--- src/rtl/ldst_pkg.sv ---
package ldst_pkg;

  typedef enum logic [2:0] {
    OP_LDA = 3'd0,
    OP_LDX = 3'd1,
    OP_LDY = 3'd2,
    OP_STA = 3'd3,
    OP_STX = 3'd4,
    OP_STY = 3'd5,
    OP_STZ = 3'd6,
    OP_NOP = 3'd7
  } ldstOp_e;

  typedef enum logic [3:0] {
    AM_ABS       = 4'd0,
    AM_ABS_X     = 4'd1,
    AM_ABS_Y     = 4'd2,
    AM_LONG      = 4'd3,
    AM_LONG_X    = 4'd4,
    AM_DP        = 4'd5,
    AM_DP_IND    = 4'd6,
    AM_DP_IND_L  = 4'd7,
    AM_DP_X      = 4'd8,
    AM_DP_Y      = 4'd9,
    AM_DP_X_IND  = 4'd10,
    AM_DP_IND_Y  = 4'd11,
    AM_DP_IL_Y   = 4'd12,
    AM_STK       = 4'd13,
    AM_STK_IND_Y = 4'd14,
    AM_OTHER     = 4'd15
  } addrMode_e;

  // strobes from control to datapath
  typedef struct packed {
    logic      accept;
    logic      rd;
    logic      wr;
    logic      hiBeat;
    logic      commit;
    logic      fin;
    logic      wide;
    ldstOp_e   op;
  } ctrlStrobe_t;

  function automatic logic isLoad(ldstOp_e op);
    return (op == OP_LDA) || (op == OP_LDX) || (op == OP_LDY);
  endfunction

  function automatic logic isAccClass(ldstOp_e op);
    return (op == OP_LDA) || (op == OP_STA) || (op == OP_STZ);
  endfunction

  function automatic logic isDpMode(addrMode_e mode);
    return (mode >= AM_DP) && (mode <= AM_DP_IL_Y);
  endfunction

endpackage

--- src/rtl/ldst_cost.sv ---
module ldst_cost
  import ldst_pkg::*;
(
  input  ldstOp_e   op,
  input  addrMode_e mode,
  input  logic      wide,
  input  logic      dpNz,
  input  logic      pageCross,
  output logic [1:0] cost
);

  logic dpApplies;
  logic pcApplies;

  always_comb begin
    dpApplies = 1'b0;
    pcApplies = 1'b0;
    unique case (op)
      OP_LDA: begin
        dpApplies = isDpMode(mode);
        pcApplies = (mode == AM_ABS_X) || (mode == AM_ABS_Y);
      end
      OP_LDX, OP_LDY: begin
        dpApplies = isDpMode(mode);
        pcApplies = (mode == AM_ABS_Y);
      end
      OP_STA:         dpApplies = isDpMode(mode);
      OP_STX, OP_STY: dpApplies = (mode != AM_ABS);
      OP_STZ:         dpApplies = (mode != AM_ABS) && (mode != AM_ABS_X);
      default: ;
    endcase
  end

  assign cost = {1'b0, wide} + {1'b0, dpApplies & dpNz} + {1'b0, pcApplies & pageCross};

endmodule

--- src/rtl/ldst_ctrl.sv ---
module ldst_ctrl
  import ldst_pkg::*;
(
  input  logic        clk,
  input  logic        rstN,
  input  logic        reqValid,
  input  ldstOp_e     reqOp,
  input  logic        flagM,
  input  logic        flagX,
  output logic        reqReady,
  output ctrlStrobe_t ctrlS
);

  typedef enum logic [1:0] {S_IDLE, S_LO, S_HI, S_FIN} state_e;

  state_e  state;
  ldstOp_e opQ;
  logic    wideQ;
  logic    take;
  logic    wideNext;

  assign reqReady = (state == S_IDLE);
  assign take     = reqReady && reqValid && (reqOp != OP_NOP);
  assign wideNext = isAccClass(reqOp) ? !flagM : !flagX;

  always_ff @(posedge clk) begin
    if (!rstN) begin
      state <= S_IDLE;
      opQ   <= OP_NOP;
      wideQ <= 1'b0;
    end else begin
      unique case (state)
        S_IDLE: if (take) begin
          state <= S_LO;
          opQ   <= reqOp;
          wideQ <= wideNext;
        end
        S_LO:   state <= wideQ ? S_HI : S_FIN;
        S_HI:   state <= S_FIN;
        S_FIN:  state <= S_IDLE;
        default: state <= S_IDLE;
      endcase
    end
  end

  always_comb begin
    ctrlS.accept = take;
    ctrlS.rd     = ((state == S_LO) || (state == S_HI)) && isLoad(opQ);
    ctrlS.wr     = ((state == S_LO) || (state == S_HI)) && !isLoad(opQ);
    ctrlS.hiBeat = (state == S_HI);
    ctrlS.commit = ((state == S_LO) && !wideQ) || (state == S_HI);
    ctrlS.fin    = (state == S_FIN);
    ctrlS.wide   = wideQ;
    ctrlS.op     = opQ;
  end

endmodule

--- src/rtl/ldst_datapath.sv ---
module ldst_datapath
  import ldst_pkg::*;
#(
  parameter int ADDR_W = 24,
  parameter int REG_W  = 16
) (
  input  logic              clk,
  input  logic              rstN,
  input  ctrlStrobe_t       ctrlS,
  input  addrMode_e         reqMode,
  input  logic [ADDR_W-1:0] reqAddr,
  input  logic              pageCross,
  input  logic [7:0]        dpLow,
  input  logic [7:0]        memRdata,
  output logic [ADDR_W-1:0] memAddr,
  output logic [7:0]        memWdata,
  output logic [REG_W-1:0]  regA,
  output logic [REG_W-1:0]  regX,
  output logic [REG_W-1:0]  regY,
  output logic              flagN,
  output logic              flagZ,
  output logic              done,
  output logic [1:0]        extraCycles
);

  localparam int NUM_REGS = 3;
  localparam int BYTE_W   = 8;

  logic [ADDR_W-1:0] addrQ;
  addrMode_e         modeQ;
  logic              dpNzQ;
  logic              pcQ;
  logic [BYTE_W-1:0] loByteQ;
  logic [REG_W-1:0]  regFile [NUM_REGS];
  logic [1:0]        destIdx;
  logic [REG_W-1:0]  destOld;
  logic [REG_W-1:0]  srcVal;
  logic [REG_W-1:0]  newVal;
  logic              loadCommit;

  always_ff @(posedge clk) begin
    if (!rstN) begin
      addrQ   <= '0;
      modeQ   <= AM_ABS;
      dpNzQ   <= 1'b0;
      pcQ     <= 1'b0;
      loByteQ <= '0;
    end else begin
      if (ctrlS.accept) begin
        addrQ <= reqAddr;
        modeQ <= reqMode;
        dpNzQ <= |dpLow;
        pcQ   <= pageCross;
      end
      if (ctrlS.rd && !ctrlS.hiBeat) loByteQ <= memRdata;
    end
  end

  always_comb begin
    unique case (ctrlS.op)
      OP_LDX, OP_STX: destIdx = 2'd1;
      OP_LDY, OP_STY: destIdx = 2'd2;
      default:        destIdx = 2'd0;
    endcase
    destOld = regFile[destIdx];
    srcVal  = (ctrlS.op == OP_STZ) ? '0 : regFile[destIdx];
    newVal  = ctrlS.wide ? {memRdata, loByteQ} : {destOld[REG_W-1:BYTE_W], memRdata};
  end

  assign loadCommit = ctrlS.commit && isLoad(ctrlS.op);

  for (genvar g = 0; g < NUM_REGS; g++) begin : gReg
    always_ff @(posedge clk) begin
      if (!rstN) regFile[g] <= '0;
      else if (loadCommit && (destIdx == 2'(g))) regFile[g] <= newVal;
    end
  end

  always_ff @(posedge clk) begin
    if (!rstN) begin
      flagN <= 1'b0;
      flagZ <= 1'b0;
    end else if (loadCommit) begin
      flagN <= ctrlS.wide ? newVal[REG_W-1] : newVal[BYTE_W-1];
      flagZ <= ctrlS.wide ? (newVal == '0) : (newVal[BYTE_W-1:0] == '0);
    end
  end

  ldst_cost costI (
    .op        (ctrlS.op),
    .mode      (modeQ),
    .wide      (ctrlS.wide),
    .dpNz      (dpNzQ),
    .pageCross (pcQ),
    .cost      (extraCycles)
  );

  assign memAddr  = ctrlS.hiBeat ? addrQ + ADDR_W'(1) : addrQ;
  assign memWdata = !ctrlS.wr ? '0 :
                    ctrlS.hiBeat ? srcVal[REG_W-1:BYTE_W] : srcVal[BYTE_W-1:0];
  assign done     = ctrlS.fin;
  assign regA     = regFile[0];
  assign regX     = regFile[1];
  assign regY     = regFile[2];

endmodule

--- src/rtl/ldst_unit.sv ---
module ldst_unit
  import ldst_pkg::*;
#(
  parameter int ADDR_W = 24
) (
  input  logic              clk,
  input  logic              rstN,
  input  logic              reqValid,
  input  logic [2:0]        reqOp,
  input  logic [3:0]        reqMode,
  input  logic [ADDR_W-1:0] reqAddr,
  input  logic              pageCross,
  input  logic [7:0]        dpLow,
  input  logic              flagM,
  input  logic              flagX,
  output logic              reqReady,
  output logic [ADDR_W-1:0] memAddr,
  output logic              memRead,
  output logic              memWrite,
  output logic [7:0]        memWdata,
  input  logic [7:0]        memRdata,
  output logic              done,
  output logic [1:0]        extraCycles,
  output logic [15:0]       regA,
  output logic [15:0]       regX,
  output logic [15:0]       regY,
  output logic              flagN,
  output logic              flagZ
);

  ctrlStrobe_t ctrlS;

  ldst_ctrl ctrlI (
    .clk      (clk),
    .rstN     (rstN),
    .reqValid (reqValid),
    .reqOp    (ldstOp_e'(reqOp)),
    .flagM    (flagM),
    .flagX    (flagX),
    .reqReady (reqReady),
    .ctrlS    (ctrlS)
  );

  ldst_datapath #(.ADDR_W(ADDR_W), .REG_W(16)) dpI (
    .clk         (clk),
    .rstN        (rstN),
    .ctrlS       (ctrlS),
    .reqMode     (addrMode_e'(reqMode)),
    .reqAddr     (reqAddr),
    .pageCross   (pageCross),
    .dpLow       (dpLow),
    .memRdata    (memRdata),
    .memAddr     (memAddr),
    .memWdata    (memWdata),
    .regA        (regA),
    .regX        (regX),
    .regY        (regY),
    .flagN       (flagN),
    .flagZ       (flagZ),
    .done        (done),
    .extraCycles (extraCycles)
  );

  assign memRead  = ctrlS.rd;
  assign memWrite = ctrlS.wr;

endmodule

--- config.mk ---
export PLATFORM = sky130hd
export DESIGN_NAME = ldst_unit
export DESIGN_NICKNAME = d
export VERILOG_FILES = /design/src/rtl/ldst_pkg.sv /design/src/rtl/ldst_cost.sv /design/src/rtl/ldst_ctrl.sv /design/src/rtl/ldst_datapath.sv /design/src/rtl/ldst_unit.sv
export SDC_FILE = /design/constraint.sdc
export NUM_CORES = 1
export LEC_CHECK = 0
export BUFFER_PORTS_ARGS = -buffer_cell sky130_fd_sc_hd__buf_2
export CAP_MARGIN = 10
export CORE_UTILIZATION = 58
export CTS_CLUSTER_DIAMETER = 60
export CTS_CLUSTER_SIZE = 30
export DETAILED_ROUTE_END_ITERATION = 10
export PLACE_DENSITY = 0.83
export SETUP_SLACK_MARGIN = 0.02
export SYNTH_ARGS = -nofsm -noshare
export SYNTH_HDL_FRONTEND = slang
export SYNTH_SLANG_ARGS = --single-unit
export TNS_END_PERCENT = 10
--- constraint.sdc ---
create_clock -name clk -period 5.11 [get_ports clk]
set_input_delay 1.2775 -clock clk [delete_from_list [all_inputs] [get_ports clk]]
set_output_delay 1.2775 -clock clk [all_outputs]
set_load 0.005 [all_outputs]
==> impl_metrics.py <==
metrics = {
    "power_and_ir_drop": {
        "p_sw_share_pct": 37.7,
        "power_density_mw_per_mm2": 344,
        "p_sw_w": 0.000840,
        "p_int_w": 0.00139,
        "combPwrFrac_pct": 35.0,
        "clkPwrFrac_pct": 21.9,
        "seqPwrFrac_pct": 43.1,
        "vdd_drop_max_uv": 182,
        "power_leakage_nw": 2.79,
    },
    "drt": {
        "wl_per_cell_um": 18.2,
        "ant_nets": 0,
        "drt-pass1-iter-count": 5,
        "drt_iter0_markers": 371,
        "drcViolationCount": 0,
        "vias": 4842,
        "vias_per_cell": 5.99,
        "routed_wl_um": 14700,
    },
    "min_path": {
        "hp-class": "register to register",
    },
    "sta": {
        "rsz0062_at_grt": "false",
        "relSlewSlack_pct": 31.7,
        "setup_viol_count_final": 0,
        "finalHoldWorstSlack_ps": 476,
        "max_freq_mhz": 253,
        "final-hold-violation-count": 0,
        "finalCritPeriodShare_pct": 77.3,
        "tns_ps": 0,
        "slew_violations": 0,
        "fin_ws_ps": 1160,
        "clock-skew-final_ps": 16.1,
        "tightest_slew_ps": 1020,
        "period_needed_ps": 3950,
    },
    "clocking": {
        "cts_made_buffers": 9,
        "clock_latency_ps": 370,
        "clkSinkCount": 94,
        "cts_max_path_buffers": 2,
        "cts_tree": "built",
        "postCtsHoldBufs": 0,
        "cts_root_buf": "clkbuf_8",
        "path_clk_slew_ps": 100,
        "ctsHtreeMaxLevel": 3,
        "cts_resized": 0,
        "cts_setup_buffers": 0,
    },
    "yosys": {
        "syn-mean-instance-area_um2": 10.1,
        "synth_top_family_by_area": "simple AND/OR/NAND/NOR gates",
        "synth_top_area_share_pct": 25.6,
        "synth-xor-area-share_pct": 3.73,
        "synth_compound_area_share_pct": 16.9,
        "ys_ff_latch": 94,
        "synth_edf_count": 48,
        "synth-simple-area-share_pct": 22.4,
        "synth.distinct_cells": 66,
        "synthTopCellsByArea": "edfxtp_1, dfxtp_1, mux2i_1",
        "netlist_area_mm2": 0.00564,
        "ys_warn_count": 0,
        "synth-async-reset-ratio_pct": 0,
        "syn_nets": 615,
        "syn_inst": 556,
        "ys_seq_area_share_pct": 41.9,
        "yosys.area_share.adder_pct": 1.46,
        "synth-main-ff-cell": "edfxtp_1",
        "muxShareOfSynthArea_pct": 8.07,
        "yosysTopAreaCell": "edfxtp_1",
    },
    "layout": {
        "multi_input_area_mm2": 0.00297,
        "fill_cells": 744,
        "layout-drive-gt1-share_pct": 29.7,
        "antenna_cells": 0,
        "final_area_mm2": 0.00648,
        "area_delta_synth_final_pct": 14.8,
        "nNetsFinal": 734,
        "regArea_mm2": 0.00236,
    },
    "outcome": {
        "status": "complete, no violations",
    },
    "critical_path": {
        "crit_fanout": 33,
        "crit_path_start_kind": "register",
        "cp.required_ps": 3830,
        "crit_chain": "buf_4 -> nor2_8 -> mux4_2 -> o21ai_0 -> a211oi_1 -> buf_2",
        "worstSetupPathType": "register to output pin",
        "slowest_delay_ps": 800,
        "end_kind": "output pin",
        "arrival_ps": 2670,
        "critPathSlowestCell": "dfxtp_2",
    },
    "floorplan": {
        "core_mm2": 0.00933,
        "dieArea_mm2": 0.0101,
        "io_pins": 141,
        "start_util_pct": 60.5,
        "std_cell_rows": 35,
        "fp.dieH_um": 101,
        "fp.dieW_um": 101,
    },
    "global_routing": {
        "track_usage_pct": 29.2,
        "antenna_found_initial": 0,
        "grt_pass1_vias": 4422,
        "grt_pass1_wl_um": 22900,
        "grt-ovfl-total": 0,
        "grt_max_degree": 53,
    },
    "placement": {
        "post-dp-hpwl_um": 10500,
        "post-place-ws_ps": 1570,
        "place_congestion": 0.905,
        "numPortBuffers": 140,
        "placed_cell_area_mm2": 0.00627,
    },
    "flow_run": {
        "maxCapViolCount": 0,
    },
}
## power by group through the flow
stage | clock network (W) | logic, W | registers, W
floorplan | 0 | 0.000585 | 0.000938
global placement | 0 | 0.000736 | 0.000969
detailed placement | 0 | 0.000756 | 0.000975
CTS | 0.000491 | 0.000762 | 0.000957
global route | 0.000521 | 0.000849 | 0.000971
finish | 0.000488 | 0.000781 | 0.000960
## sequential cells by signal, indices dropped and copies added, names as in the netlist, 2 cells and up
name and flops:
dpI.addrQ 24, ctrlI.state 2, dpI.loByteQ 8, ctrlI.opQ 3, dpI.modeQ 4, dpI.regFile 48
## cell usage after synthesis, types with 11 or more instances
| cell type | count |
|---|---|
| a211oi_1 | 11 |
| a21boi_0 | 29 |
| clkbuf_1 | 11 |
| dfxtp_1 | 46 |
| edfxtp_1 | 48 |
| mux2i_1 | 41 |
| nand2_1 | 78 |
| nor2_1 | 31 |
| nor2b_1 | 20 |
| nor3b_1 | 18 |
| xnor2_1 | 13 |
| xor2_1 | 11 |
## final cells by class
class	instances	share of cell area, %
clock inverter	5	0.580
inverter	8	0.464
timing repair buffer	147	11.7
multi-input combinational	415	45.9
sequential	94	36.5
clock buffer	11	2.34
tap	129	2.49
## critical path: cells and delay by family (launching register included)
kind                   cells  cell delay [ps]
AOI/OAI and AO/OA          2              330
DFF                        1              800
buffers and inverters      2              660
muxes                      1              370
and+or+nand+nor            1              150
## cells in the final DEF, fill, tap and decap left out, drive strengths merged, types with 8 or more instances in the layout
master | netlist | layout
a211o | 8 | 8
a211oi | 16 | 16
a21boi | 29 | 29
buf | 27 | 147
clkbuf | 12 | 11
dfxtp | 46 | 46
edfxtp | 48 | 48
inv | 8 | 11
mux2i | 41 | 41
nand2 | 79 | 79
nand2b | 9 | 9
nand3 | 13 | 13
nand4 | 9 | 9
nor2 | 33 | 33
nor2b | 20 | 20
nor3b | 21 | 21
nor4 | 11 | 11
o21a | 10 | 10
o21ai | 8 | 8
xnor2 | 13 | 13
xor2 | 11 | 11
## through the flow
stage	util, %	cells	total power [W]
final	69.4	809	0.00223
after global routing	69.4	809	0.00234
after CTS	69.3	808	0.00221
after detailed placement	67.2	792	0.00173
after global placement	67.2	792	0.00170
after floorplan	-	556	0.00152
## metal layers
metal,vias to the layer above,global-route usage (%),wire [um]
met5,-,0,0
met4,0,11.1,286
met3,30,5.20,1090
met2,209,44.8,6950
met1,2333,41.2,6410
li1,2270,-,-
## cell families after synthesis
kind of cell | after synthesis
adder cells (fa/ha/maj) | 6
buffers and inverters | 47
AO/OA/AOI/OAI | 117
XOR/XNOR | 24
flip-flops | 94
AND/OR/NAND/NOR | 224
multiplexers | 44
## final timing paths
check,start,to,slack (ps),depth (start not counted)
max,ctrlI.opQ[0],memWdata[6],1160,6
min,dpI.addrQ[10],dpI.addrQ[10],480,2
min reg2reg,dpI.addrQ[10],dpI.addrQ[10],480,2
max reg2reg,ctrlI.opQ[0],dpI.regFile[0][11],2370,4
Power figures use the tool's default switching activity.
